[config.mk]
export PLATFORM = sky130hd
export DESIGN_NAME = bcd_calendar
export DESIGN_NICKNAME = d
export VERILOG_FILES = /design/src/rtl/cal_pkg.sv /design/src/rtl/cal_settle.sv /design/src/rtl/cal_sync.sv /design/src/rtl/cal_count.sv /design/src/rtl/bcd_calendar.sv
export SDC_FILE = /design/constraint.sdc
export NUM_CORES = 1
export LEC_CHECK = 0
export ABC_AREA = 1
export BUFFER_PORTS_ARGS = -buffer_cell sky130_fd_sc_hd__buf_4
export CORE_UTILIZATION = 41
export DETAILED_ROUTE_END_ITERATION = 8
export PLACE_DENSITY = 0.56
export SLEW_MARGIN = 20
export SYNTH_ARGS = -nofsm -noshare
export SYNTH_HDL_FRONTEND = slang
export SYNTH_SLANG_ARGS = --single-unit
[constraint.sdc]
create_clock -name clk -period 2.15 [get_ports clk]
set_clock_uncertainty 0.2 [all_clocks]
set_input_delay 0.3225 -clock clk [delete_from_list [all_inputs] [get_ports clk]]
set_output_delay 0.3225 -clock clk [all_outputs]
set_load 0.005 [all_outputs]
[src/rtl/cal_pkg.sv]
package cal_pkg;

    localparam int BUS_W  = 32;
    localparam int ADDR_W = 2;

    localparam int STS_REQ   = 7;
    localparam int STS_FLAG  = 6;
    localparam int STS_SYNC  = 5;
    localparam int STS_INITD = 4;
    localparam int CTL_FMT   = 6;
    localparam int TOD_PM    = 22;

    typedef enum logic [ADDR_W-1:0] {
        SEL_TIME = 2'd0,
        SEL_DATE = 2'd1,
        SEL_STAT = 2'd2,
        SEL_CTRL = 2'd3
    } reg_sel_e;

    typedef struct packed {
        logic       pm;
        logic [5:0] hour;
        logic [6:0] min;
        logic [6:0] sec;
    } tod_t;

    typedef struct packed {
        logic [7:0] year;
        logic [2:0] wday;
        logic [4:0] month;
        logic [5:0] day;
    } ymd_t;

    localparam tod_t TOD_RST = '{pm: 1'b0, hour: 6'h00, min: 7'h00, sec: 7'h00};
    localparam ymd_t YMD_RST = '{year: 8'h00, wday: 3'd1, month: 5'h01, day: 6'h01};

    function automatic logic [7:0] bcd_next(input logic [7:0] v);
        logic [7:0] r;
        if (v[3:0] >= 4'd9) r = {v[7:4] + 4'd1, 4'd0};
        else                r = {v[7:4], v[3:0] + 4'd1};
        return r;
    endfunction

    function automatic logic leap_year(input logic [7:0] y);
        logic l;
        if (!y[4]) l = (y[3:0] == 4'd0) || (y[3:0] == 4'd4) || (y[3:0] == 4'd8);
        else       l = (y[3:0] == 4'd2) || (y[3:0] == 4'd6);
        return l;
    endfunction

    function automatic logic [5:0] month_last(input logic [4:0] m, input logic [7:0] y);
        logic [5:0] d;
        case (m)
            5'h02:                      d = leap_year(y) ? 6'h29 : 6'h28;
            5'h04, 5'h06, 5'h09, 5'h11: d = 6'h30;
            default:                    d = 6'h31;
        endcase
        return d;
    endfunction

    function automatic logic [BUS_W-1:0] tod_pack(input tod_t t);
        return {9'd0, t.pm, t.hour, 1'b0, t.min, 1'b0, t.sec};
    endfunction

    function automatic logic [BUS_W-1:0] ymd_pack(input ymd_t d);
        return {8'd0, d.year, d.wday, d.month, 2'b00, d.day};
    endfunction

    function automatic tod_t tod_unpack(input logic [BUS_W-1:0] w, input logic h12);
        tod_t t;
        t.pm   = h12 & w[TOD_PM];
        t.hour = w[21:16];
        t.min  = w[14:8];
        t.sec  = w[6:0];
        return t;
    endfunction

    function automatic ymd_t ymd_unpack(input logic [BUS_W-1:0] w);
        ymd_t d;
        d.year  = w[23:16];
        d.wday  = w[15:13];
        d.month = w[12:8];
        d.day   = w[5:0];
        return d;
    endfunction

endpackage

[src/rtl/cal_settle.sv]
module cal_settle #(
    parameter int DLY = 2
) (
    input  logic clk,
    input  logic rst,
    input  logic run,
    output logic done
);
    localparam int CW = (DLY < 2) ? 1 : $clog2(DLY + 1);
    localparam logic [CW-1:0] LAST = CW'(DLY - 1);

    logic [CW-1:0] cnt;

    assign done = run && (cnt == LAST);

    always_ff @(posedge clk) begin
        if (rst)       cnt <= '0;
        else if (!run) cnt <= '0;
        else if (done) cnt <= '0;
        else           cnt <= cnt + 1'b1;
    end
endmodule

[src/rtl/cal_sync.sv]
module cal_sync #(
    parameter int INIT_DLY = 2,
    parameter int SYNC_DLY = 2
) (
    input  logic clk,
    input  logic rst,
    input  logic sts_we,
    input  logic req_bit,
    input  logic sync_bit,
    input  logic cal_we,
    output logic req,
    output logic init_flag,
    output logic rsf,
    output logic initd
);
    logic init_done, sync_done, sync_clr, init_run, sync_run;

    assign sync_clr = sts_we && !sync_bit;
    assign init_run = req && !init_flag;
    assign sync_run = !rsf && !init_flag && !sync_clr;

    cal_settle #(.DLY(INIT_DLY)) u_init_dly (
        .clk(clk), .rst(rst), .run(init_run), .done(init_done)
    );

    cal_settle #(.DLY(SYNC_DLY)) u_sync_dly (
        .clk(clk), .rst(rst), .run(sync_run), .done(sync_done)
    );

    always_ff @(posedge clk) begin
        if (rst) begin
            req       <= 1'b0;
            init_flag <= 1'b0;
            rsf       <= 1'b0;
            initd     <= 1'b0;
        end else begin
            if (sts_we) req <= req_bit;

            if (!req)           init_flag <= 1'b0;
            else if (init_done) init_flag <= 1'b1;

            if (init_flag || sync_clr) rsf <= 1'b0;
            else if (sync_done)        rsf <= 1'b1;

            if (cal_we) initd <= 1'b1;
        end
    end
endmodule

[src/rtl/cal_count.sv]
module cal_count
    import cal_pkg::*;
(
    input  logic             clk,
    input  logic             rst,
    input  logic             adv,
    input  logic             mode12,
    input  logic             tod_we,
    input  logic             ymd_we,
    input  logic [BUS_W-1:0] wdata,
    output tod_t             tod,
    output ymd_t             ymd
);
    tod_t       tod_n;
    ymd_t       ymd_n;
    logic       day_step;
    logic [7:0] sec_i, min_i, hr_i, day_i, mon_i, yr_i;
    logic [5:0] last_day;

    always_comb begin
        sec_i    = bcd_next({1'b0, tod.sec});
        min_i    = bcd_next({1'b0, tod.min});
        hr_i     = bcd_next({2'b00, tod.hour});
        day_i    = bcd_next({2'b00, ymd.day});
        mon_i    = bcd_next({3'b000, ymd.month});
        yr_i     = bcd_next(ymd.year);
        last_day = month_last(ymd.month, ymd.year);
    end

    always_comb begin
        tod_n    = tod;
        day_step = 1'b0;
        if (adv) begin
            if (tod.sec == 7'h59) begin
                tod_n.sec = 7'h00;
                if (tod.min == 7'h59) begin
                    tod_n.min = 7'h00;
                    if (mode12) begin
                        if (tod.hour == 6'h11) begin
                            tod_n.hour = 6'h12;
                            tod_n.pm   = ~tod.pm;
                            day_step   = tod.pm;
                        end else if (tod.hour == 6'h12) begin
                            tod_n.hour = 6'h01;
                        end else begin
                            tod_n.hour = hr_i[5:0];
                        end
                    end else begin
                        tod_n.pm = 1'b0;
                        if (tod.hour == 6'h23) begin
                            tod_n.hour = 6'h00;
                            day_step   = 1'b1;
                        end else begin
                            tod_n.hour = hr_i[5:0];
                        end
                    end
                end else begin
                    tod_n.min = min_i[6:0];
                end
            end else begin
                tod_n.sec = sec_i[6:0];
            end
        end
    end

    always_comb begin
        ymd_n = ymd;
        if (day_step) begin
            ymd_n.wday = (ymd.wday == 3'd7) ? 3'd1 : ymd.wday + 3'd1;
            if (ymd.day == last_day) begin
                ymd_n.day = 6'h01;
                if (ymd.month == 5'h12) begin
                    ymd_n.month = 5'h01;
                    ymd_n.year  = (ymd.year == 8'h99) ? 8'h00 : yr_i;
                end else begin
                    ymd_n.month = mon_i[4:0];
                end
            end else begin
                ymd_n.day = day_i[5:0];
            end
        end
    end

    always_ff @(posedge clk) begin
        if (rst) begin
            tod <= TOD_RST;
            ymd <= YMD_RST;
        end else begin
            tod <= tod_we ? tod_unpack(wdata, mode12) : tod_n;
            ymd <= ymd_we ? ymd_unpack(wdata) : ymd_n;
        end
    end
endmodule

[src/rtl/bcd_calendar.sv]
module bcd_calendar
    import cal_pkg::*;
#(
    parameter int INIT_DLY = 2,
    parameter int SYNC_DLY = 2
) (
    input  logic              clk,
    input  logic              rst,
    input  logic              tick,
    input  logic              wr_en,
    input  logic [ADDR_W-1:0] addr,
    input  logic [BUS_W-1:0]  wdata,
    output logic [BUS_W-1:0]  rdata
);
    reg_sel_e         sel;
    logic             we_time, we_date, we_stat, we_ctrl;
    logic             tod_we, ymd_we, ctl_we;
    logic             req, init_flag, rsf, initd, fmt12;
    tod_t             live_tod;
    ymd_t             live_ymd;
    logic [BUS_W-1:0] live_tod_w, live_ymd_w, sh_tod_w, sh_ymd_w;

    assign sel     = reg_sel_e'(addr);
    assign we_time = wr_en && (sel == SEL_TIME);
    assign we_date = wr_en && (sel == SEL_DATE);
    assign we_stat = wr_en && (sel == SEL_STAT);
    assign we_ctrl = wr_en && (sel == SEL_CTRL);
    assign tod_we  = we_time && init_flag;
    assign ymd_we  = we_date && init_flag;
    assign ctl_we  = we_ctrl && init_flag;

    cal_sync #(.INIT_DLY(INIT_DLY), .SYNC_DLY(SYNC_DLY)) u_sync (
        .clk      (clk),
        .rst      (rst),
        .sts_we   (we_stat),
        .req_bit  (wdata[STS_REQ]),
        .sync_bit (wdata[STS_SYNC]),
        .cal_we   (tod_we || ymd_we),
        .req      (req),
        .init_flag(init_flag),
        .rsf      (rsf),
        .initd    (initd)
    );

    cal_count u_count (
        .clk   (clk),
        .rst   (rst),
        .adv   (tick && !init_flag),
        .mode12(fmt12),
        .tod_we(tod_we),
        .ymd_we(ymd_we),
        .wdata (wdata),
        .tod   (live_tod),
        .ymd   (live_ymd)
    );

    assign live_tod_w = tod_pack(live_tod);
    assign live_ymd_w = ymd_pack(live_ymd);

    always_ff @(posedge clk) begin
        if (rst) begin
            fmt12    <= 1'b0;
            sh_tod_w <= tod_pack(TOD_RST);
            sh_ymd_w <= ymd_pack(YMD_RST);
        end else begin
            if (ctl_we) fmt12 <= wdata[CTL_FMT];
            sh_tod_w <= live_tod_w;
            sh_ymd_w <= live_ymd_w;
        end
    end

    always_comb begin
        rdata = '0;
        case (sel)
            SEL_TIME: rdata = sh_tod_w;
            SEL_DATE: rdata = sh_ymd_w;
            SEL_STAT: begin
                rdata[STS_REQ]   = req;
                rdata[STS_FLAG]  = init_flag;
                rdata[STS_SYNC]  = rsf;
                rdata[STS_INITD] = initd;
            end
            default:  rdata[CTL_FMT] = fmt12;
        endcase
    end
endmodule

# Word-level counts from Yosys, hierarchy flattened
# Cells that the tools add are included.
totals:
  input_bits: 38
  register_bits: 116
  output_inout_bits: 32
  word_cells: 166
classes:
  add_sub_neg: 15
  mux: 41
  n_bitwise: 5
  magnitude_cmp: 6
  eq_ne: 24
  n_reduce_logical: 51
ops:
  columns: ["cell", "n"]
  rows:
  - ["$pmux W24 S2", 1]
  - ["$mux W22", 2]
  - ["$mux W21", 2]
  - ["$mux W7", 6]
  - ["$mux W6", 6]
  - ["$mux W8", 4]
  - ["$add A4 B1 Y4 const B", 7]
  - ["$ge A4 B4 Y1 const B", 6]
  - ["$mux W5", 3]
  - ["$reduce_bool A3 Y1", 5]
  - ["$eq A7 B7 Y1 const B", 2]
  - ["$logic_and A1 B1 Y1", 14]
  - ["$mux W14", 1]
  - ["$eq A6 B5 Y1 const B", 2]
  - ["$pmux W6 S2", 1]
  - ["$reduce_and A3 Y1", 4]
  - ["$reduce_bool A2 Y1", 6]
  - ["$eq A5 B3 Y1 const B", 2]
  - ["$eq A5 B5 Y1 const B", 2]
  - ["$mux W1", 10]
  - ["$add A3 B1 Y3 const B", 3]
  - ["$add A2 B1 Y2 const B", 4]
  - ["$eq A4 B3 Y1 const B", 2]
  - ["$eq A8 B8 Y1 const B", 1]
  - ["26 further kinds", 46]

# Depth between registers and ports, before layout
# Gate-level depths: netlist of the first run.
logic_depth:
  word_depth: 11
  mapped_depth: 14
  mapped_depth_nobuf: 14

# Cells and area by module
# Synthesis of the first run repeated with hierarchy kept, for this count alone.
unflattened:
  cells_unflattened: 765
  area_unflattened_um2: 5361.4
by_module_without_submodules:
  columns: ["mod", "seq_area_each_um2", "cells_each", "instances", "area_per_inst_um2"]
  rows:
  - ["cal_count", 860.8, 482, 1, 3289.4]
  - ["bcd_calendar", 880.8, 239, 1, 1734.2]
  - ["cal_settle", 40.0, 11, 2, 88.8]
  - ["cal_sync", 80.1, 22, 1, 160.2]

# Least setup slack after synthesis of the first run
# No wires, ideal clock.
synth_path:
  path_type: "register -> register"
  startpoint: "register u_count.tod[1] (netlist name)"
  endpoint: "register u_count.ymd[1] (netlist name)"
  setup_slack_ps: 230
  path_buffers: 1
  arrival_ps: 1584
  synth_period_minus_slack_ps: 1920
  required_time_ps: 1815
  setup_ps: 135
  stages_incl_launch_ff: 13
  path_cell_list: "dfxtp_1 -> inv_1 -> ha_1 -> nand3_1 -> nor3_2 -> nand3_1 -> nor2_2 -> nor2_4 -> inv_2 -> buf_4 -> o22ai_1 -> inv_1 -> a21oi_1"
synth_via:
  elab_chain_len: 4
synth_rtl:
  columns: ["item", "line", "source"]
  rows:
  - ["start: declaration", "cal_count.sv:11", "output tod_t tod,"]
  - ["start signal: assignment", "cal_count.sv:89", "tod <= tod_we ? tod_unpack(wdata, mode12) : tod_n;"]
  - ["$eq A7 B7 Y1", "cal_count.sv:34", "if (tod.sec == 7'h59) begin"]
  - ["$mux W1", "cal_count.sv:34", null]
  - ["$mux W1", "cal_count.sv:33", "if (adv) begin"]
  - ["$reduce_bool A2 Y1 (no source line)", null, null]
  - ["end signal: assignment", "cal_count.sv:90", "ymd <= ymd_we ? ymd_unpack(wdata) : ymd_n;"]
  - ["end: declaration", "cal_count.sv:12", "output ymd_t ymd"]
# Every way passes these cells.
# A chain may end at the register's enable or synchronous reset.

# Worst setup path in the final report of the first run
layout_path:
  startpoint: "register u_count.tod[5] (netlist name)"
  endpoint: "register u_count.ymd[21] (netlist name)"
layout_via:
  elab_chain_len: 5
layout_rtl:
  columns: ["item", "line"]
  rows:
  - ["$eq A7 B7 Y1", "cal_count.sv:34"]
  - ["$mux W1", "cal_count.sv:34"]
  - ["$mux W1", "cal_count.sv:33"]
  - ["$reduce_bool A2 Y1 (no source line)", null]
  - ["$reduce_and A4 Y1 (no source line)", null]
# Every way passes these cells.

==> impl_metrics.prom, run 1 <==
# TYPE chip_impl_metric gauge
chip_impl_info{name="worst_hold_path_type",value="in -> reg"} 1
chip_impl_metric{name="max_cap_viol_count",unit=""} 0
chip_impl_metric{name="nNetsFinal",unit=""} 838
chip_impl_metric{name="clock_insertion_delay_worst_skew",unit="ns"} 0.35
chip_impl_metric{name="met3RoutedLength",unit="µm"} 686
chip_impl_metric{name="vdd_ir_drop_max",unit="mV"} 0.349
chip_impl_metric{name="first_global_vias",unit=""} 4403
chip_impl_metric{name="grt.overflow.total",unit=""} 0
chip_impl_metric{name="worst_r2r_setup_slack",unit="ns"} 0.13
chip_impl_metric{name="grt_start_max_net_pins",unit=""} 38
chip_impl_metric{name="drt.antenna.violating_nets",unit=""} 0
chip_impl_metric{name="gp_congestion",unit=""} 0.863
chip_impl_info{name="critical_path.top_delay_family",value="simple AND/OR/NAND/NOR gates"} 1
chip_impl_metric{name="slowest_delay",unit="ns"} 0.32
chip_impl_metric{name="slew_headroom",unit=""} 0.642
chip_impl_metric{name="place_area",unit="µm²"} 5830
chip_impl_metric{name="dpl_worst_slack",unit="ns"} -0.0550
chip_impl_metric{name="die_h",unit="µm"} 114
chip_impl_metric{name="timing.critical_path.arrival",unit="ns"} 2.10
chip_impl_info{name="post_synth_most_frequent_cells",value="sky130_fd_sc_hd__nand2_1 (107), sky130_fd_sc_hd__dfxtp_1 (95), sky130_fd_sc_hd__nor2_1 (93)"} 1
chip_impl_metric{name="period_needed",unit="ns"} 2.02
chip_impl_metric{name="groute.usage.overall",unit=""} 0.216
chip_impl_metric{name="cts.reportedPaths.clkPinSlew",unit="ns"} 0.07
chip_impl_metric{name="power_density",unit="nW/µm²"} 562
chip_impl_metric{name="synth_enable_flop_cells",unit=""} 0
chip_impl_metric{name="grt_pass1_wl",unit="µm"} 21900
chip_impl_metric{name="syn-cell-area",unit="µm²"} 5150
chip_impl_metric{name="cts-hold-fix-buffers",unit=""} 0
chip_impl_metric{name="worst_ep_required_time",unit="ns"} 2.23
chip_impl_metric{name="ctsHtreeMaxLevel",unit=""} 3
chip_impl_metric{name="hold_violations",unit=""} 0
chip_impl_metric{name="drive_above_1_share",unit=""} 0.232
chip_impl_info{name="cts.root.buffer_cell",value="sky130_fd_sc_hd__clkbuf_16"} 1
chip_impl_metric{name="slew_of_the_pin_with_the_lowest_slew_margin",unit="ns"} 0.536
chip_impl_info{name="critical_path_class",value="reg -> reg"} 1
chip_impl_info{name="synth_flop_cell",value="sky130_fd_sc_hd__dfxtp_1"} 1
chip_impl_metric{name="area_delta_synth_final",unit="%"} 23.8
chip_impl_metric{name="viasPerCell",unit=""} 5.05
chip_impl_info{name="top_layer",value="met4"} 1
chip_impl_info{name="cts_tree",value="built"} 1
chip_impl_metric{name="die-area",unit="µm²"} 13000
chip_impl_metric{name="cts_max_path_bufs",unit=""} 2
chip_impl_metric{name="post_drt_wl_per_cell",unit="µm"} 14.8
chip_impl_metric{name="final.period_utilization",unit=""} 0.938
chip_impl_metric{name="synth_cell_types",unit=""} 44
chip_impl_metric{name="synth_async_sr_flop_share",unit=""} 0
chip_impl_metric{name="worstPathBufferInverterCount",unit=""} 4
chip_impl_info{name="max_stage_delay_cell_worst_path",value="sky130_fd_sc_hd__dfxtp_1"} 1
chip_impl_metric{name="sequential_element_share_of_the_synthesized_area",unit=""} 0.369
chip_impl_metric{name="dr_total_vias",unit=""} 4741
chip_impl_metric{name="route.layer.met1.wl",unit="µm"} 6500
chip_impl_metric{name="firstDrtPassIters",unit=""} 7
chip_impl_metric{name="yosys_warnings",unit=""} 0
chip_impl_metric{name="fmax",unit="MHz"} 496
chip_impl_metric{name="dp_hpwl",unit="µm"} 10100
chip_impl_metric{name="io_pins",unit=""} 70
chip_impl_metric{name="synth.ff_latch_count",unit=""} 95
chip_impl_metric{name="detailedRoute.firstIterationViolations",unit=""} 287
chip_impl_metric{name="cts_num_sinks",unit=""} 95
chip_impl_info{name="path_cells",value="inv_1 > ha_1 > nand3_1 > nor3_2 > nand3_2 > nor2_4 > nor2_4 > clkinv_4 > buf_12 > nand3_4 > nand2_1 > inv_1 > nor2_2"} 1
chip_impl_metric{name="rows",unit=""} 40
chip_impl_metric{name="layout.core_utilization",unit=""} 0.527
chip_impl_metric{name="cts_made_buffers",unit=""} 9
chip_impl_info{name="hp-start",value="wdata[0]"} 1
chip_impl_info{name="synth_top_area_cell",value="sky130_fd_sc_hd__dfxtp_1"} 1
chip_impl_info{name="synth_top_cells_by_area",value="sky130_fd_sc_hd__dfxtp_1 (37%), sky130_fd_sc_hd__ha_1 (8.5%), sky130_fd_sc_hd__nand2_1 (7.8%)"} 1
chip_impl_info{name="endpoint_kind",value="flip-flop"} 1
chip_impl_metric{name="numPortBuffers",unit=""} 53
chip_impl_metric{name="wl",unit="µm"} 13900
chip_impl_metric{name="critical_path_fanouts_max",unit=""} 6
chip_impl_metric{name="drt_drc_violations_left",unit=""} 0
chip_impl_metric{name="wl_met2",unit="µm"} 6420
chip_impl_info{name="outcome",value="finished, final reports clean"} 1
chip_impl_metric{name="post_synth_inst_count",unit=""} 685
chip_impl_info{name="crit_start",value="u_count.tod[5]"} 1
chip_impl_metric{name="hold_slack",unit="ns"} 0.0432
chip_impl_metric{name="leakagePower",unit="nW"} 2.83
chip_impl_metric{name="core",unit="µm²"} 12100
chip_impl_metric{name="synth.top_cell.area_share",unit=""} 0.369
chip_impl_metric{name="antenna_violations_before_repair",unit=""} 0
chip_impl_info{name="sort_of_element_at_the_start_of_the_critical_path",value="flip-flop"} 1
chip_impl_metric{name="post-route-cell-area",unit="µm²"} 6380
chip_impl_metric{name="report.final.slew_viol_count",unit=""} 0
chip_impl_info{name="yosysMostFrequentCell",value="sky130_fd_sc_hd__nand2_1"} 1
chip_impl_metric{name="antennaDiodeCount",unit=""} 0
chip_impl_metric{name="finalSetupViolCount",unit=""} 0
chip_impl_info{name="r2r-start",value="u_count.tod[5]"} 1
chip_impl_metric{name="minimum_setup_slack_in_the_final_design",unit="ns"} 0.133
chip_impl_metric{name="fill_cells",unit=""} 1213
chip_impl_metric{name="syn_avg_cell_area",unit="µm²"} 7.52
chip_impl_metric{name="start_util",unit=""} 0.425
chip_impl_metric{name="fp.dieW",unit="µm"} 114
## stage by stage
step	instances	total power, mW	TNS, ns
after global placement	911	2.03	0
after floorplan	692	1.93	0
after CTS	927	3.63	0
final	938	3.59	0
after detailed placement	911	2.03	-0.136
after global routing	938	3.71	-0.0693
## what timing repair did
item / 4_1_cts / 5_1_grt
buffers inserted: 0 / 8
endpoints found under the hold margin: 0 / 0
pin swaps: 0 / 10
cloned: 0 / 3
gates resized for setup: 2 / 46
setup endpoints to repair: 12 / 23
## sequential cells by signal, summed over array words and instances, names as in the netlist
register	cells
fmt12	1
sh_tod_w	21
sh_ymd_w	22
u_count.tod	21
u_count.ymd	22
u_sync.init_flag	1
u_sync.initd	1
u_sync.req	1
u_sync.rsf	1
u_sync.u_init_dly.cnt	2
u_sync.u_sync_dly.cnt	2
## metal layers
layer / up-vias / track usage
met5: - / 0
met2: 131 / 0.345
met3: 22 / 0.0281
li1: 2396 / -
met4: 0 / 0.0857
met1: 2192 / 0.296
## where the power goes
group,internal (mW),switching (mW)
logic,0.0845,0.122
clock network,0.928,0.663
registers,1.78,0.0104
## worst reg2reg max path: cells and delay by family (launching register included)
kind	cells	cell delay [ns]
fa+ha+maj	1	0.15
buf+inv	4	0.35
flops	1	0.32
simple gates	8	0.95
## path summary, 6_finish.rpt
check                           cells after the start                       end
worst max-delay path                               13           u_count.ymd[21]
worst min-delay path                                3            u_count.ymd[0]
worst max register to register                     13           u_count.ymd[21]
worst min register to register                      1  u_sync.u_init_dly.cnt[0]
## cell usage in the layout (no fill, tap or decap), types with 2 or more instances in the layout
| cell type | count |
|---|---|
| sky130_fd_sc_hd__nand2_1 | 102 |
| sky130_fd_sc_hd__nor2_1 | 91 |
| sky130_fd_sc_hd__buf_4 | 88 |
| sky130_fd_sc_hd__dfxtp_1 | 86 |
| sky130_fd_sc_hd__inv_1 | 85 |
| sky130_fd_sc_hd__nand3_1 | 32 |
| sky130_fd_sc_hd__ha_1 | 30 |
| sky130_fd_sc_hd__o21ai_0 | 25 |
| sky130_fd_sc_hd__a21oi_1 | 24 |
| sky130_fd_sc_hd__a22o_1 | 18 |
| sky130_fd_sc_hd__nand4_1 | 17 |
| sky130_fd_sc_hd__inv_2 | 13 |
| sky130_fd_sc_hd__xor2_1 | 11 |
| sky130_fd_sc_hd__o211ai_1 | 10 |
| sky130_fd_sc_hd__clkbuf_16 | 10 |
| sky130_fd_sc_hd__a22oi_1 | 9 |
| sky130_fd_sc_hd__dfxtp_2 | 9 |
| sky130_fd_sc_hd__nor2_2 | 8 |
| sky130_fd_sc_hd__a31oi_1 | 8 |
| sky130_fd_sc_hd__conb_1 | 8 |
| sky130_fd_sc_hd__o22ai_1 | 7 |
| sky130_fd_sc_hd__nand3_2 | 7 |
| sky130_fd_sc_hd__nor2_4 | 6 |
| sky130_fd_sc_hd__nand2_2 | 6 |
| sky130_fd_sc_hd__nor3_1 | 6 |
| sky130_fd_sc_hd__o21ai_1 | 5 |
| sky130_fd_sc_hd__xnor2_1 | 4 |
| sky130_fd_sc_hd__nand2_4 | 4 |
| sky130_fd_sc_hd__a21oi_2 | 4 |
| sky130_fd_sc_hd__nand3_4 | 3 |
| sky130_fd_sc_hd__ha_2 | 3 |
| sky130_fd_sc_hd__clkinv_2 | 3 |
| sky130_fd_sc_hd__o221ai_1 | 2 |
| sky130_fd_sc_hd__nor3_2 | 2 |
| sky130_fd_sc_hd__nand3b_1 | 2 |
| sky130_fd_sc_hd__a32oi_1 | 2 |
| sky130_fd_sc_hd__ha_4 | 2 |
| sky130_fd_sc_hd__clkbuf_1 | 2 |
| sky130_fd_sc_hd__buf_12 | 2 |
## kinds of logic after synthesis
family / count (synthesis) / synth area share
other: 1 / 0.000728
XOR/XNOR: 15 / 0.0255
AND/OR/NAND/NOR: 287 / 0.258
adder cells (fa/ha/maj): 35 / 0.0850
flip-flops: 95 / 0.369
AO/OA/AOI/OAI: 120 / 0.151
buffers and inverters: 132 / 0.111
## area by class of cell
cell class / count / area, µm² / share of cell area
clock inverter: 4 / 45.0 / 0.00706
inverter: 100 / 383 / 0.0600
timing repair buffer: 92 / 737 / 0.116
multi-input combinational: 467 / 2840 / 0.446
sequential: 95 / 1910 / 0.300
clock buffer: 12 / 246 / 0.0387
tap: 168 / 210 / 0.0330
Note: power is estimated with default switching activity, not from simulation.
==> inputs of run 2 (changes only) <==
Settings changed: PLACE_DENSITY 0.56 to 0.63, SLEW_MARGIN 20 to unset.
==> impl_metrics.prom, run 2 (same netlist as run 1, synthesis figures left out) <==
# TYPE chip_impl_metric gauge
chip_impl_metric{name="first_global_vias",unit=""} 4421
chip_impl_metric{name="place_area",unit="µm²"} 5880
chip_impl_metric{name="die_h",unit="µm"} 114
chip_impl_metric{name="drt.antenna.violating_nets",unit=""} 0
chip_impl_metric{name="groute.usage.overall",unit=""} 0.213
chip_impl_metric{name="dpl_worst_slack",unit="ns"} 0.0337
chip_impl_metric{name="antenna_violations_before_repair",unit=""} 0
chip_impl_metric{name="fmax",unit="MHz"} 499
chip_impl_metric{name="p_int",unit="mW"} 2.83
chip_impl_metric{name="antennaDiodeCount",unit=""} 0
chip_impl_metric{name="max_cap_viol_count",unit=""} 0
chip_impl_metric{name="drive_above_1_share",unit=""} 0.203
chip_impl_metric{name="report.final.slew_viol_count",unit=""} 0
chip_impl_metric{name="io_pins",unit=""} 70
chip_impl_metric{name="drt_drc_violations_left",unit=""} 0
chip_impl_metric{name="layout.core_utilization",unit=""} 0.518
chip_impl_metric{name="cts.reportedPaths.clkPinSlew",unit="ns"} 0.07
chip_impl_metric{name="detailedRoute.firstIterationViolations",unit=""} 232
chip_impl_metric{name="dp_hpwl",unit="µm"} 9970
chip_impl_metric{name="dr_total_vias",unit=""} 4617
chip_impl_metric{name="post_drt_wl_per_cell",unit="µm"} 14.2
chip_impl_metric{name="cts_num_sinks",unit=""} 95
chip_impl_metric{name="viasPerCell",unit=""} 4.96
chip_impl_metric{name="hold_violations",unit=""} 0
chip_impl_metric{name="power_density",unit="nW/µm²"} 582
chip_impl_metric{name="grt_use_met2",unit=""} 0.346
chip_impl_metric{name="wl",unit="µm"} 13200
chip_impl_info{name="endpoint_kind",value="flip-flop"} 1
chip_impl_metric{name="power_frac_comb",unit=""} 0.056
chip_impl_metric{name="grt_start_max_net_pins",unit=""} 43
chip_impl_metric{name="period_needed",unit="ns"} 2.00
chip_impl_metric{name="timing.critical_path.arrival",unit="ns"} 2.08
chip_impl_info{name="global_route.peak_usage_layer",value="met2"} 1
chip_impl_info{name="worst_hold_path_type",value="in -> reg"} 1
chip_impl_metric{name="final.period_utilization",unit=""} 0.931
chip_impl_metric{name="leakagePower",unit="nW"} 2.79
chip_impl_metric{name="clock_insertion_delay_worst_skew",unit="ns"} 0.34
chip_impl_metric{name="core",unit="µm²"} 12100
chip_impl_metric{name="die-area",unit="µm²"} 13000
chip_impl_metric{name="start_util",unit=""} 0.425
chip_impl_metric{name="finalSetupViolCount",unit=""} 0
chip_impl_metric{name="ctsHtreeMaxLevel",unit=""} 3
chip_impl_metric{name="grt.overflow.total",unit=""} 0
chip_impl_metric{name="gp_congestion",unit=""} 0.874
chip_impl_metric{name="post_layout_total_power",unit="mW"} 3.65
chip_impl_info{name="cts_tree",value="built"} 1
chip_impl_metric{name="critical_path_fanouts_max",unit=""} 10
chip_impl_metric{name="vdd_ir_drop_max",unit="mV"} 0.309
chip_impl_metric{name="nNetsFinal",unit=""} 831
chip_impl_info{name="cts.root.buffer_cell",value="sky130_fd_sc_hd__clkbuf_16"} 1
chip_impl_metric{name="area_delta_synth_final",unit="%"} 21.7
chip_impl_metric{name="firstDrtPassIters",unit=""} 5
chip_impl_metric{name="p_sw_frac",unit=""} 0.225
chip_impl_metric{name="psw",unit="µW"} 823
chip_impl_metric{name="post-route-cell-area",unit="µm²"} 6270
chip_impl_metric{name="cts_made_buffers",unit=""} 9
chip_impl_metric{name="minimum_setup_slack_in_the_final_design",unit="ns"} 0.147
chip_impl_info{name="critical_path_class",value="reg -> reg"} 1
chip_impl_metric{name="power.sequential.fraction",unit=""} 0.489
chip_impl_metric{name="rows",unit=""} 40
chip_impl_info{name="layout.cells.most_common_list",value="sky130_fd_sc_hd__nand2_1 (106), sky130_fd_sc_hd__nor2_1 (92), sky130_fd_sc_hd__dfxtp_1 (92), sky130_fd_sc_hd__inv_1 (88), sky130_fd_sc_hd__buf_4 (83)"} 1
chip_impl_metric{name="clkPwrFrac",unit=""} 0.455
chip_impl_metric{name="cts_max_path_bufs",unit=""} 2
chip_impl_metric{name="cts-hold-fix-buffers",unit=""} 0
chip_impl_metric{name="use_met3",unit=""} 0.0344
chip_impl_metric{name="worst_ep_required_time",unit="ns"} 2.23
chip_impl_info{name="mostFrequentLayoutCell",value="sky130_fd_sc_hd__nand2_1"} 1
chip_impl_metric{name="grt.met1_usage",unit=""} 0.286
chip_impl_info{name="sort_of_element_at_the_start_of_the_critical_path",value="flip-flop"} 1
chip_impl_metric{name="grt_pass1_wl",unit="µm"} 21600
chip_impl_info{name="largest_registers",value="sh_ymd_w (22), u_count.ymd (22)"} 1
chip_impl_metric{name="fp.dieW",unit="µm"} 114
chip_impl_metric{name="numPortBuffers",unit=""} 53
chip_impl_info{name="outcome",value="finished, final reports clean"} 1
run 2: cell count changes in the layout (fill, tap and decap cells not counted), moves of 4 or more:
cell                      previous run  this run
sky130_fd_sc_hd__buf_4              88        83
sky130_fd_sc_hd__nand2_1           102       106
sky130_fd_sc_hd__dfxtp_2             9         3
sky130_fd_sc_hd__dfxtp_1            86        92
run 2: through the flow:
stage,hold WS [ns],setup TNS [ns],instances
final,0.0590,0,931
after global routing,0.0556,-0.0623,931
after CTS,0.0498,0,929
after detailed placement,0.216,0,913
after global placement,0.207,0,913
after floorplan,0.198,0,692
run 2: path summary, 6_finish.rpt:
| path | startpoint | end | slack (ns) | depth (start not counted) |
|---|---|---|---|---|
| setup / recovery | u_count.tod[7] | u_count.ymd[17] | 0.15 | 12 |
| hold / removal | wdata[0] | u_count.ymd[0] | 0.06 | 3 |
| setup reg to reg | u_count.tod[7] | u_count.ymd[17] | 0.15 | 12 |
| hold reg to reg | u_sync.u_init_dly.cnt[0] | u_sync.u_init_dly.cnt[0] | 0.22 | 1 |
run 2: timing repair:
item                                    CTS  global route
gates resized for setup                   0            20
buffers inserted                          0             2
endpoints found under the setup margin    0            21
endpoints found under the hold margin     0             0
run 2: critical path: stages, from the launching register on:
cell and delay (ns):
sky130_fd_sc_hd__dfxtp_1 0.38, sky130_fd_sc_hd__ha_1 0.20, sky130_fd_sc_hd__nand3_1 0.12, sky130_fd_sc_hd__nor2_2 0.18, sky130_fd_sc_hd__nand3_2 0.12, sky130_fd_sc_hd__nor2_4 0.13, sky130_fd_sc_hd__nor2_4 0.05, sky130_fd_sc_hd__inv_4 0.11
sky130_fd_sc_hd__buf_12 0.13, sky130_fd_sc_hd__nand3_2 0.11, sky130_fd_sc_hd__nand2_1 0.08, sky130_fd_sc_hd__inv_1 0.03, sky130_fd_sc_hd__nor2_1 0.10
run 2: layout make-up:
class | instances | area [µm²]
clock buffers | 12 | 256
clock inverters | 4 | 53.8
fillers | 1207 | 5840
inverters | 100 | 378
multi-input cells | 465 | 2770
flip-flops and latches | 95 | 1910
well taps | 168 | 210
repair buffers | 87 | 703
run 2: power by group through the flow:
stage               Clock (mW)  Combinational (mW)  Sequential, mW
global route              1.77               0.228            1.79
CTS                       1.70               0.206            1.79
detailed placement           0               0.205            1.83
global placement             0               0.202            1.83
floorplan                    0               0.107            1.83
finish                    1.66               0.205            1.79
run 2: layer usage:
metal  vias to the layer above  wire length [µm]
met5                         -                 0
li1                       2367                 -
met1                      2130              6390
met2                       101              6080
met3                        19               537
met4                         0               224
==> inputs of run 3 (changes only) <==
Settings changed: ABC_AREA 1 to unset.
==> impl_metrics.prom, run 3 <==
# TYPE chip_impl_metric gauge
chip_impl_info{name="outcome",value="finished, violations left"} 1
chip_impl_info{name="violations",value="setup timing"} 1
chip_impl_metric{name="timing.critical_path.arrival",unit="ns"} 2.79
chip_impl_metric{name="die-area",unit="µm²"} 12800
chip_impl_metric{name="ctsHtreeMaxLevel",unit=""} 3
chip_impl_metric{name="viasPerCell",unit=""} 5.44
chip_impl_metric{name="clock_insertion_delay_worst_skew",unit="ns"} 0.36
chip_impl_metric{name="worst_ep_required_time",unit="ns"} 2.21
chip_impl_metric{name="post-route-cell-area",unit="µm²"} 6900
chip_impl_metric{name="vdd_ir_drop_max",unit="mV"} 0.393
chip_impl_metric{name="max_cap_viol_count",unit=""} 0
chip_impl_metric{name="antennaDiodeCount",unit=""} 0
chip_impl_metric{name="core",unit="µm²"} 12000
chip_impl_metric{name="drt.antenna.violating_nets",unit=""} 0
chip_impl_metric{name="synth_area_in_compound_gates",unit=""} 0.156
chip_impl_metric{name="die_h",unit="µm"} 113
chip_impl_metric{name="final-instance-count-excl-fill",unit=""} 895
chip_impl_metric{name="yosys-mux-area-fraction",unit=""} 0.0583
chip_impl_metric{name="drt_drc_violations_left",unit=""} 0
chip_impl_metric{name="synth_adder_area_share",unit=""} 0.0868
chip_impl_metric{name="synth_enable_flop_cells",unit=""} 0
chip_impl_metric{name="cts.reportedPaths.clkPinSlew",unit="ns"} 0.07
chip_impl_metric{name="period_needed",unit="ns"} 2.73
chip_impl_metric{name="synth.ff_latch_count",unit=""} 95
chip_impl_metric{name="detailedRoute.firstIterationViolations",unit=""} 297
chip_impl_info{name="worst_hold_path_type",value="in -> reg"} 1
chip_impl_metric{name="place_area",unit="µm²"} 6300
chip_impl_info{name="largest_registers",value="sh_ymd_w (22), u_count.ymd (22)"} 1
chip_impl_info{name="cts.root.buffer_cell",value="sky130_fd_sc_hd__clkbuf_16"} 1
chip_impl_metric{name="grt.overflow.total",unit=""} 0
chip_impl_info{name="synth_top_area_cell",value="sky130_fd_sc_hd__dfxtp_1"} 1
chip_impl_metric{name="minimum_setup_slack_in_the_final_design",unit="ns"} -0.583
chip_impl_metric{name="yosys_warnings",unit=""} 0
chip_impl_info{name="critical_path_class",value="reg -> reg"} 1
chip_impl_metric{name="firstDrtPassIters",unit=""} 5
chip_impl_metric{name="wl",unit="µm"} 14900
chip_impl_metric{name="finalSetupViolCount",unit=""} 19
chip_impl_info{name="yosysMostFrequentCell",value="sky130_fd_sc_hd__dfxtp_1"} 1
chip_impl_metric{name="sequential_element_share_of_the_synthesized_area",unit=""} 0.377
chip_impl_metric{name="report.final.slew_viol_count",unit=""} 0
chip_impl_metric{name="post_drt_wl_per_cell",unit="µm"} 16.6
chip_impl_metric{name="drive_above_1_share",unit=""} 0.320
chip_impl_info{name="synth_flop_cell",value="sky130_fd_sc_hd__dfxtp_1"} 1
chip_impl_info{name="cts_tree",value="built"} 1
chip_impl_metric{name="cts_made_buffers",unit=""} 9
chip_impl_metric{name="cts_max_path_bufs",unit=""} 2
chip_impl_metric{name="post_layout_total_power",unit="mW"} 3.65
chip_impl_metric{name="numPortBuffers",unit=""} 53
chip_impl_info{name="endpoint_kind",value="flip-flop"} 1
chip_impl_info{name="largest_family_of_logic_cells_by_synthesized_area",value="simple AND/OR/NAND/NOR gates"} 1
chip_impl_metric{name="synth_cell_types",unit=""} 69
chip_impl_metric{name="gp_congestion",unit=""} 0.881
chip_impl_metric{name="nNetsFinal",unit=""} 816
chip_impl_metric{name="placedCellCount",unit=""} 867
chip_impl_metric{name="syn-cell-area",unit="µm²"} 5050
chip_impl_metric{name="groute.usage.overall",unit=""} 0.242
chip_impl_metric{name="post_synth_inst_count",unit=""} 598
chip_impl_metric{name="io_pins",unit=""} 70
chip_impl_metric{name="synth-simple-area-share",unit=""} 0.253
chip_impl_metric{name="fmax",unit="MHz"} 366
chip_impl_info{name="layout.cells.most_common_list",value="sky130_fd_sc_hd__buf_4 (165), sky130_fd_sc_hd__nor2_1 (88), sky130_fd_sc_hd__dfxtp_1 (88), sky130_fd_sc_hd__nand2_1 (39), sky130_fd_sc_hd__ha_1 (30)"} 1
chip_impl_metric{name="synthXorXnorAreaFrac",unit=""} 0.00694
chip_impl_metric{name="dr_total_vias",unit=""} 4866
chip_impl_metric{name="first_global_vias",unit=""} 4778
chip_impl_metric{name="cts-hold-fix-buffers",unit=""} 0
chip_impl_info{name="sort_of_element_at_the_start_of_the_critical_path",value="flip-flop"} 1
chip_impl_metric{name="setup_tns_after_final_layout",unit="ns"} -5.89
chip_impl_metric{name="grt_start_max_net_pins",unit=""} 50
chip_impl_metric{name="leakagePower",unit="nW"} 2.95
chip_impl_info{name="synth_top_cells_by_area",value="sky130_fd_sc_hd__dfxtp_1 (38%), sky130_fd_sc_hd__ha_1 (8.7%), sky130_fd_sc_hd__nor2_1 (6.5%)"} 1
chip_impl_metric{name="grt_pass1_wl",unit="µm"} 23800
chip_impl_metric{name="synth_async_sr_flop_share",unit=""} 0
chip_impl_metric{name="hold_violations",unit=""} 0
chip_impl_info{name="post_synth_most_frequent_cells",value="sky130_fd_sc_hd__dfxtp_1 (95), sky130_fd_sc_hd__nor2_1 (88), sky130_fd_sc_hd__nand2_1 (39)"} 1
chip_impl_metric{name="area_delta_synth_final",unit="%"} 36.7
chip_impl_metric{name="dp_hpwl",unit="µm"} 11200
chip_impl_info{name="unrepaired_setup_endpoints_after_global_routing",value="yes"} 1
chip_impl_metric{name="final.period_utilization",unit=""} 1.27
chip_impl_metric{name="antenna_violations_before_repair",unit=""} 0
chip_impl_metric{name="rows",unit=""} 40
chip_impl_metric{name="syn_avg_cell_area",unit="µm²"} 8.44
chip_impl_metric{name="worst_r2r_setup_slack",unit="ns"} -0.58
chip_impl_metric{name="cts_num_sinks",unit=""} 95
chip_impl_metric{name="critical_path_fanouts_max",unit=""} 4
chip_impl_metric{name="fp.dieW",unit="µm"} 113
chip_impl_metric{name="power_density",unit="nW/µm²"} 529
chip_impl_metric{name="start_util",unit=""} 0.420
chip_impl_metric{name="synth.top_cell.area_share",unit=""} 0.377
chip_impl_metric{name="fill_cells",unit=""} 1075
chip_impl_info{name="mostFrequentLayoutCell",value="sky130_fd_sc_hd__buf_4"} 1
==> run 3: critical path, stage by stage, from the launching register on <==
cell and delay, ns:
sky130_fd_sc_hd__dfxtp_4 0.36, sky130_fd_sc_hd__inv_4 0.07, sky130_fd_sc_hd__ha_4 0.14, sky130_fd_sc_hd__nor4b_4 0.25, sky130_fd_sc_hd__o221ai_2 0.16, sky130_fd_sc_hd__and3_4 0.20, sky130_fd_sc_hd__or4_4 0.55, sky130_fd_sc_hd__or4_4 0.49
sky130_fd_sc_hd__a32o_1 0.22
==> run 3: what timing repair did <==
action | in CTS | in global routing
pin swaps | 14 | 18
setup buffers | 11 | 8
setup endpoints to repair | 22 | 35
resized for setup | 23 | 30
==> run 3: cell type report <==
class                      count  area (µm²)  area share
multi-input combinational    437        3090       0.448
clock inverter                 6        66.3     0.00961
inverter                      31         121      0.0176
tap                          147         184      0.0267
sequential                    95        1920       0.278
clock buffer                  10         229      0.0332
timing repair buffer         169        1290       0.187
==> run 3: metrics by stage <==
stage | utilization | hold WS (ns) | setup slack (ns)
floorplan | - | 0.197 | -0.507
global placement | 0.524 | 0.204 | -0.539
detailed placement | 0.524 | 0.219 | -0.631
CTS | 0.561 | 0.0155 | -0.583
global route | 0.574 | 0.0208 | -0.654
finish | 0.574 | 0.0245 | -0.583
==> run 3: power by group <==
| group | switching [mW] | internal (mW) |
|---|---|---|
| Clock | 0.720 | 0.909 |
| Sequential | 0.0136 | 1.78 |
| Combinational | 0.135 | 0.0977 |
| Total | 0.868 | 2.78 |
==> run 3: per-layer routing <==
metal / vias up / GRT usage / part of all wire
li1: 2377 / - / -
met1: 2296 / 0.296 / 0.43
met2: 156 / 0.401 / 0.48
met3: 37 / 0.0621 / 0.052
met4: 0 / 0.110 / 0.037
met5: - / 0 / 0
==> run 3: logic make-up after synthesis <==
| family | after synthesis |
|---|---|
| simple gates | 245 |
| fa+ha+maj | 35 |
| compound gates | 116 |
| buf+inv | 73 |
| flops | 95 |
| xor+xnor | 4 |
| mux | 29 |
| other cells | 1 |
==> run 3: final timing paths <==
check                           cells after the start                      from                        to
worst max register to register                      8            u_count.ymd[6]           u_count.ymd[16]
worst min register to register                      1  u_sync.u_init_dly.cnt[0]  u_sync.u_init_dly.cnt[0]
worst max-delay path                                8            u_count.ymd[6]           u_count.ymd[16]
worst min-delay path                                3                 wdata[13]           u_count.ymd[11]
